### config.mk
export PLATFORM = sky130hd
export DESIGN_NAME = spec_ld_table
export DESIGN_NICKNAME = d
export VERILOG_FILES = /design/src/rtl/sldt_pkg.sv /design/src/rtl/sldt_entry.sv /design/src/rtl/sldt_alloc.sv /design/src/rtl/sldt_result.sv /design/src/rtl/spec_ld_table.sv
export SDC_FILE = /design/constraint.sdc
export NUM_CORES = 1
export LEC_CHECK = 0
export BUFFER_PORTS_ARGS = -buffer_cell sky130_fd_sc_hd__clkbuf_2
export CELL_PAD_IN_SITES_DETAIL_PLACEMENT = 1
export CELL_PAD_IN_SITES_GLOBAL_PLACEMENT = 2
export CORE_MARGIN = 4
export CORE_UTILIZATION = 30
export DETAILED_ROUTE_END_ITERATION = 7
export GPL_TIMING_DRIVEN = 1
export PLACE_DENSITY_LB_ADDON = 0.1
export SYNTH_ARGS = -nofsm -noshare
export SYNTH_HDL_FRONTEND = slang
export SYNTH_SLANG_ARGS = --single-unit
### constraint.sdc
create_clock -name clk -period 3.9 [get_ports clk]
set_input_delay 0.195 -clock clk [delete_from_list [all_inputs] [get_ports clk]]
set_output_delay 0.195 -clock clk [all_outputs]
set_load 0.02 [all_outputs]
### src/rtl/sldt_pkg.sv
package sldt_pkg;
  localparam int NUM_ENT  = 8;
  localparam int TAG_W    = 5;
  localparam int ADDR_W   = 32;
  localparam int BLK_LSB  = 3;
  localparam int BLK_W    = ADDR_W - BLK_LSB;
  localparam int IDX_W    = (NUM_ENT > 1) ? $clog2(NUM_ENT) : 1;

  typedef logic [TAG_W-1:0]   tag_t;
  typedef logic [BLK_W-1:0]   blk_t;
  typedef logic [NUM_ENT-1:0] ent_vec_t;
endpackage

### src/rtl/sldt_entry.sv
module sldt_entry
  import sldt_pkg::*;
(
  input  logic clk,
  input  logic rst_n,
  input  logic flush_i,
  input  logic wr_i,
  input  tag_t wr_tag_i,
  input  blk_t wr_blk_i,
  input  logic st_vld_i,
  input  blk_t st_blk_i,
  input  tag_t ins_tag_i,
  input  tag_t chk_tag_i,
  output logic vld_o,
  output logic ins_hit_o,
  output logic chk_hit_o
);
  logic vld_q, vld_d;
  tag_t tag_q;
  blk_t blk_q;
  logic st_hit;

  assign st_hit    = vld_q && st_vld_i && (blk_q == st_blk_i);
  assign ins_hit_o = vld_q && (tag_q == ins_tag_i);
  assign chk_hit_o = vld_q && (tag_q == chk_tag_i);
  assign vld_o     = vld_q;

  always_comb begin
    vld_d = vld_q;
    if (flush_i)     vld_d = 1'b0;
    else if (wr_i)   vld_d = 1'b1;
    else if (st_hit) vld_d = 1'b0;
  end

  always_ff @(posedge clk or negedge rst_n) begin
    if (!rst_n) vld_q <= 1'b0;
    else        vld_q <= vld_d;
  end

  always_ff @(posedge clk or negedge rst_n) begin
    if (!rst_n) begin
      tag_q <= '0;
      blk_q <= '0;
    end else if (wr_i && !flush_i) begin
      tag_q <= wr_tag_i;
      blk_q <= wr_blk_i;
    end
  end

  assert_store_kill_R4: assert property (@(posedge clk) disable iff (!rst_n)
    (st_hit && !wr_i) |=> !vld_q);

  assert_write_wins_R9: assert property (@(posedge clk) disable iff (!rst_n)
    (wr_i && !flush_i) |=> (vld_q && tag_q == $past(wr_tag_i) && blk_q == $past(wr_blk_i)));
endmodule

### src/rtl/sldt_alloc.sv
module sldt_alloc
  import sldt_pkg::*;
(
  input  logic     clk,
  input  logic     rst_n,
  input  logic     ins_vld_i,
  input  logic     flush_i,
  input  ent_vec_t vld_vec_i,
  input  ent_vec_t hit_vec_i,
  output ent_vec_t sel_o
);
  logic [IDX_W-1:0] rr_q, rr_d;
  ent_vec_t free_sel, pick;
  logic     found, full, any_hit, do_ins, rr_use;

  assign full    = &vld_vec_i;
  assign any_hit = |hit_vec_i;
  assign do_ins  = ins_vld_i && !flush_i;
  assign rr_use  = do_ins && !any_hit && full;

  always_comb begin
    free_sel = '0;
    found    = 1'b0;
    for (int i = 0; i < NUM_ENT; i++) begin
      if (!vld_vec_i[i] && !found) begin
        free_sel[i] = 1'b1;
        found       = 1'b1;
      end
    end
  end

  always_comb begin
    if (any_hit)   pick = hit_vec_i;
    else if (full) pick = ent_vec_t'(1) << rr_q;
    else           pick = free_sel;
  end

  assign sel_o = do_ins ? pick : '0;

  always_comb begin
    rr_d = rr_q;
    if (rr_use) rr_d = (rr_q == IDX_W'(NUM_ENT-1)) ? '0 : rr_q + 1'b1;
  end

  always_ff @(posedge clk or negedge rst_n) begin
    if (!rst_n) rr_q <= '0;
    else        rr_q <= rr_d;
  end

  assert_single_write_R8: assert property (@(posedge clk) disable iff (!rst_n)
    $onehot0(sel_o));

  assert_unique_tag_R7: assert property (@(posedge clk) disable iff (!rst_n)
    $onehot0(hit_vec_i));

  assert_insert_lands_R8: assert property (@(posedge clk) disable iff (!rst_n)
    do_ins |-> $countones(sel_o) == 1);
endmodule

### src/rtl/sldt_result.sv
module sldt_result
  import sldt_pkg::*;
(
  input  logic     clk,
  input  logic     rst_n,
  input  logic     chk_vld_i,
  input  ent_vec_t chk_hit_i,
  output logic     pass_o,
  output logic     fail_o
);
  logic pass_d, fail_d, pass_q, fail_q;

  always_comb begin
    pass_d = chk_vld_i &&  (|chk_hit_i);
    fail_d = chk_vld_i && !(|chk_hit_i);
  end

  always_ff @(posedge clk or negedge rst_n) begin
    if (!rst_n) begin
      pass_q <= 1'b0;
      fail_q <= 1'b0;
    end else begin
      pass_q <= pass_d;
      fail_q <= fail_d;
    end
  end

  assign pass_o = pass_q;
  assign fail_o = fail_q;

  assert_excl_result_R12: assert property (@(posedge clk) disable iff (!rst_n)
    !(pass_o && fail_o));

  assert_answer_given_R2: assert property (@(posedge clk) disable iff (!rst_n)
    chk_vld_i |=> (pass_o || fail_o));

  assert_quiet_idle_R12: assert property (@(posedge clk) disable iff (!rst_n)
    !chk_vld_i |=> (!pass_o && !fail_o));
endmodule

### src/rtl/spec_ld_table.sv
module spec_ld_table
  import sldt_pkg::*;
(
  input  logic              clk,
  input  logic              rst_n,
  input  logic              clr_all,
  input  logic              ins_vld,
  input  logic [TAG_W-1:0]  ins_tag,
  input  logic [ADDR_W-1:0] ins_addr,
  input  logic              st_vld,
  input  logic [ADDR_W-1:0] st_addr,
  input  logic              chk_vld,
  input  logic [TAG_W-1:0]  chk_tag,
  output logic              chk_pass,
  output logic              chk_fail
);
  ent_vec_t vld_vec, ins_hit, chk_hit, wr_sel;
  blk_t     ins_blk, st_blk;

  assign ins_blk = ins_addr[ADDR_W-1:BLK_LSB];
  assign st_blk  = st_addr[ADDR_W-1:BLK_LSB];

  for (genvar g = 0; g < NUM_ENT; g++) begin : g_ent
    sldt_entry u_ent (
      .clk       (clk),
      .rst_n     (rst_n),
      .flush_i   (clr_all),
      .wr_i      (wr_sel[g]),
      .wr_tag_i  (ins_tag),
      .wr_blk_i  (ins_blk),
      .st_vld_i  (st_vld),
      .st_blk_i  (st_blk),
      .ins_tag_i (ins_tag),
      .chk_tag_i (chk_tag),
      .vld_o     (vld_vec[g]),
      .ins_hit_o (ins_hit[g]),
      .chk_hit_o (chk_hit[g])
    );
  end

  sldt_alloc u_alloc (
    .clk       (clk),
    .rst_n     (rst_n),
    .ins_vld_i (ins_vld),
    .flush_i   (clr_all),
    .vld_vec_i (vld_vec),
    .hit_vec_i (ins_hit),
    .sel_o     (wr_sel)
  );

  sldt_result u_res (
    .clk       (clk),
    .rst_n     (rst_n),
    .chk_vld_i (chk_vld),
    .chk_hit_i (chk_hit),
    .pass_o    (chk_pass),
    .fail_o    (chk_fail)
  );

  assert_clear_all_R10: assert property (@(posedge clk) disable iff (!rst_n)
    clr_all |=> (vld_vec == '0));

  assert_insert_held_R2: assert property (@(posedge clk) disable iff (!rst_n)
    (ins_vld && !clr_all) |=> (vld_vec != '0));
endmodule

## Word level (Yosys, flattened, before mapping)

Index checks and enable logic that the tools add are counted.

- Word-level logic and storage cells: 175
- Bits in registers: 285

- Reductions and logical operators: 79
- Mux-type cells: 42
- Eq/ne operators: 25
- Shift operators: 1
- Add/subtract/negate cells: 1

Operator list:

| cell | number |
|---|---|
| == test 29 bit | 8 |
| == test 5 bit | 16 |
| logical AND 1 bit | 52 |
| 2-to-1 mux 1 bit | 38 |
| 2-to-1 mux 8 bit | 3 |
| nonzero test 3 bit | 8 |
| zero test 1 bit | 16 |
| OR reduction 8 bit | 2 |
| AND reduction 8 bit | 1 |
| left shift 1 x 3 -> 8 bit (first input constant) | 1 |
| adder 3 x 1 -> 3 bit (second input constant) | 1 |
| == test 3 bit (second input constant) | 1 |
| 2-to-1 mux 3 bit | 1 |

## Longest topological paths before layout

- Depth in word-level cells: 26
- Mapped depth: 11
- Gate-level depth less buffers: 9

## Modules after synthesis

Synthesis repeated with hierarchy kept, for this count alone.

- Cells, all modules: 1102
- Area total of the unflattened synthesis: 14523.9 µm²

By module, submodules not included:

| module | seq. area each (µm²) | cells an instance | area an instance (µm²) | times used |
|---|---|---|---|---|
| sldt_entry | 875.8 | 129 | 1741.7 | 8 |
| sldt_alloc | 75.1 | 64 | 501.7 | 1 |
| sldt_result | 50.0 | 6 | 88.8 | 1 |

## Worst setup path before layout

Ideal clock, no wire load.

- Path kind: reg-to-reg
- Start: register g_ent[0].u_ent.tag_q[4]
- End: register g_ent[4].u_ent.blk_q[0]
- Path slack: 1.643 ns
- Clock period less this slack: 2.257 ns
- Required time: 3.775 ns
- Stages on the path, launching flop included: 9
- Path buffers: 1
- Data arrival time: 2.133 ns
- Path through: dfrtp_1 xor2_1 nor4_1 and3_4 a2111oi_2 a31oi_1 nor2_4 buf_6 mux2_2

- Longest elaborated chain between the ends: 6

Ends and longest elaborated chain:

| what | RTL line | RTL |
|---|---|---|
| start: declaration | sldt_entry.sv:19 | `tag_t tag_q;` |
| start signal: assignment | sldt_entry.sv:45 | `tag_q <= wr_tag_i;` |
| == test 5 bit | sldt_entry.sv:24 | `assign ins_hit_o = vld_q && (tag_q == ins_tag_i);` |
| logical AND 1 bit | sldt_entry.sv:24 |  |
| OR reduction 8 bit | sldt_alloc.sv:17 | `assign any_hit = \|hit_vec_i;` |
| 2-to-1 mux 8 bit | sldt_alloc.sv:33 | `if (any_hit) pick = hit_vec_i;` |
| 2-to-1 mux 8 bit | sldt_alloc.sv:38 | `assign sel_o = do_ins ? pick : '0;` |
| logical AND 1 bit | sldt_entry.sv:44 | `end else if (wr_i && !flush_i) begin` |
| end signal: assignment | sldt_entry.sv:46 | `blk_q <= wr_blk_i;` |
| end: declaration | sldt_entry.sv:20 | `blk_t blk_q;` |

No other way between the ends.
A chain may end at the register's enable or synchronous reset.

## Final worst setup path

- Start: register g_ent[5].u_ent.tag_q[0]
- End: register g_ent[1].u_ent.blk_q[22]

- Longest elaborated chain between the ends: 6

Ends and longest elaborated chain:

| what | RTL line |
|---|---|
| start: declaration | sldt_entry.sv:19 |
| start signal: assignment | sldt_entry.sv:45 |
| == test 5 bit | sldt_entry.sv:24 |
| logical AND 1 bit | sldt_entry.sv:24 |
| OR reduction 8 bit | sldt_alloc.sv:17 |
| 2-to-1 mux 8 bit | sldt_alloc.sv:33 |
| 2-to-1 mux 8 bit | sldt_alloc.sv:38 |
| logical AND 1 bit | sldt_entry.sv:44 |
| end signal: assignment | sldt_entry.sv:46 |
| end: declaration | sldt_entry.sv:20 |

No other way between the ends.

==> metrics.md <==
| Metric | Value |
|---|---|
| Synth cell count leaders | dfrtp_1 (285), xor2_1 (216), mux2_2 (201) |
| Synth Flop Type | dfrtp_1 |
| Post-Syn Instances | between 1000 and 1500 |
| Hold_ws | about 0.061 ns |
| Post-Syn Area | roughly 15000 sq um |
| Post-CTS Repair Setup Buffers | 0 |
| DR vias/cell | 4.758 |
| Global-route usage over all layers | 0.1849 |
| Worst EP arrival | 3.35 ns |
| Clock power frac | 0.416 |
| EDFF count, synth | 0 |
| Highest clock rate | ~340 MHz |
| DRC | 0 |
| Dominant cell type by area after synthesis | dfrtp_1 |
| Worst Skew | around 0.014 ns |
| Reg2reg setup slack | 0.98 ns |
| Most common cell on crit path | buf_4 |
| GP Congestion | 0.7571 |
| Hold buffer count at cts | 3 |
| Detailed Route WL | approximately 49000 microns |
| Post-synthesis sequential area ratio | 0.4761 |
| Ratio of cells with drive above 1 in the final layout | 0.3462 |
| Slowest CP cell | a2111oi_2 |
| Hold Path Cell Cnt | 2 |
| Iter 0 DRT Violations | between 300 and 400 |
| Chip height | between 200 and 250 microns |
| IO Pins | around 80 |
| Final Power | 8.059 mW |
| # setup viols final | 0 |
| Period Utilization, post-route | 0.7497 |
| Most common cell in the netlist | dfrtp_1 |
| Vias in the first global route | a little under 10000 |
| Flop pwr share | 0.435 |
| Placeable Area | ~49000 sq um |
| Die footprint | 53570 sq um |
| Final HPWL DP | around 34000 microns |
| Clk root buf | clkbuf_16 |
| Hold path start | ins_addr[7] |
| Setup crit start kind | flop |
| LEAKAGE | 8.033 nW |
| Slew @ Worst Pin | a little under 1 ns |
| Syn_area_per_cell | approximately 13 sq um |
| Initial antenna violation count | 2 |
| Area growth syn-to-layout | 14.76% |
| Netlist cell types | between 40 and 50 |
| Post-CTS sizing | 0 |
| Combinational share of power | 0.149 |
| Syn_nets | about 1200 |
| Slew Viols, Final | 0 |
| Util after Layout | 0.3498 |
| Async SR Flop Fraction | 1.000 |
| Routed length per instance | 25.87 microns |
| P per Cell Area | 468.8 nW/um^2 |
| Internal power | 5.851 mW |
| H-tree depth | 2 |
| Sw frac | 0.2740 |
| Initial core utilization | 0.3048 |
| Top cell type's share of synthesized area | 0.4761 |
| Critical path required time | roughly 4.3 ns |
| Worst Hold Class | input pin to flop |
| Warnings, synthesis | 0 |
| Critical path cell sequence | xnor2_1, nand3_1, nor3_1, buf_4, a2111oi_2, a31oi_1, nor2_4, buf_4, mux2_2 |
| Maximum vdd drop | around 260 uV |
| Via Count | 9060 |
| Status | completed |
| Largest net degree at the start of global routing | between 70 and 80 |
| ANT nets after route | 0 |
| RSZ-0062 raised after global routing | no |
| Inserted Clock Buffers | 39 |
| Min Tclk post-route | 2.924 ns |
| Nets | between 1000 and 1500 |
| # Max-Cap Violations | 0 |
| Design Area, Final | about 17000 sq um |
| Post-synthesis register bit count | roughly 290 |
| Cell depth of the worst flop-to-flop path | 9 |
| CP Capture Type | flop |
| WHS Endpoint | g_ent[7].u_ent.blk_q[4] |
| DRT Pass-1 Iters | 4 |
| CTS tree | done |
| Clock sinks | ~290 |
| Crit Path Category | flop to flop |
| Rel. slew slack | 0.3411 |
| Rows | ~80 |
| Reg2reg end | g_ent[1].u_ent.blk_q[22] |
| Setup TNS | 0 ns |
| CTS max path bufs | 3 |
| Hold violation count in the final report | 0 |
| GRT overflow | 0 |
| Worst flop-to-flop path startpoint | g_ent[5].u_ent.tag_q[0] |
| DP Area | between 15000 and 20000 sq um |
| Worst-path clk slew | 0.05 ns |
| Die X-Extent | between 200 and 250 microns |
| Net switching power | roughly 2.2 mW |
| First-pass GRT wire length | between 70000 and 80000 microns |
| Slowest stage delay, CP | just under 0.6 ns |
| Latest clock arrival within the worst-skew pair | between 0.5 and 0.6 ns |
| Port Buf Inserts | 75 |
| Synth area leaders | dfrtp_1 (48%), mux2_2 (15%), xor2_1 (13%) |
| CP Max Fanout | 10 |
worst max-delay path by stage:
stage / start / to
3_5_place_dp: ins_tag[0] / g_ent[1].u_ent.blk_q[19]
5_1_grt: g_ent[5].u_ent.tag_q[4] / g_ent[1].u_ent.blk_q[22]
4_1_cts: g_ent[5].u_ent.tag_q[0] / g_ent[1].u_ent.blk_q[22]
6_report: g_ent[5].u_ent.tag_q[0] / g_ent[1].u_ent.blk_q[22]
2_1_floorplan: g_ent[0].u_ent.tag_q[4] / g_ent[4].u_ent.blk_q[0]
3_3_place_gp: ins_tag[0] / g_ent[1].u_ent.blk_q[23]
final cells by class:
class                   instances  area (sq um)
clock inverters                 6         37.54
flip-flops and latches        285          7132
clock buffers                  61          1139
diodes                          1         2.502
multi-input cells             775          7310
fillers                      5228         31960
repair buffers                104         710.7
well taps                     664         830.8
inverters                       8         30.03
per-layer routing:
| layer | global-route usage | vias to the layer above | share of wire |
|---|---|---|---|
| met5 | 0 | - | 0 |
| met4 | 0.03514 | 0 | 0.015 |
| met3 | 0.02753 | 49 | 0.028 |
| met2 | 0.3011 | 97 | 0.47 |
| met1 | 0.2635 | 4803 | 0.49 |
| li1 | - | 4111 | - |
worst max-delay path, delay by kind of cell (launching register included):
kind	cells	cell delay, ns
xor gates and xnor gates	1	0.14
AOI/OAI and AO/OA	2	0.86
DFF	1	0.41
and+or+nand+nor	3	0.62
buffers and inverters	2	0.42
muxes	1	0.35
state kept, by name, indices dropped and copies added, names as in the netlist:
name and flops:
u_alloc.rr_q 3, g_ent.u_ent.tag_q 40, g_ent.u_ent.blk_q 232, g_ent.u_ent.vld_o 8
u_res.fail_o 1, u_res.pass_o 1
cells in the final DEF, fill, tap and decap left out, types with 18 or more instances in the layout:
cell type / n
dfrtp_1: 285
mux2_2: 201
xor2_1: 216
nor4_1: 55
clkbuf_16: 39
mux2_4: 58
nand4_1: 31
xnor2_1: 96
clkbuf_2: 74
buf_4: 18
power groups by stage:
stage / clock network [mW] / registers (mW) / logic (mW)
floorplan: 0 / 3.51 / 0.809
global placement: 0 / 3.55 / 1.20
detailed placement: 0 / 3.56 / 1.21
CTS: 3.49 / 3.51 / 1.23
global route: 3.60 / 3.55 / 1.31
finish: 3.35 / 3.51 / 1.20
kinds of logic (layout without fill, tap and decap cells):
kind of cell               Yosys count  after routing  synth area share
DFF                                285            285            0.4761
buffers and inverters               80            179           0.03683
adders and majority gates            6              6          0.005011
muxes                              275            275            0.2211
AOI/OAI and AO/OA                   34             34           0.01679
and+or+nand+nor                    148            148           0.06181
xor gates and xnor gates           312            312            0.1824
other                                0              1                 0
metrics by stage:
| step | setup WS, ns | cells |
|---|---|---|
| 5_1_grt | 0.7936 | 1903 |
| 6_report | 0.9760 | 1904 |
| 3_3_place_gp | 0.7324 | 1833 |
| 4_1_cts | 0.9365 | 1903 |
| 3_5_place_dp | 0.7062 | 1833 |
| 2_1_floorplan | 1.643 | 1140 |
No activity file was read; power rests on OpenSTA's default activity.
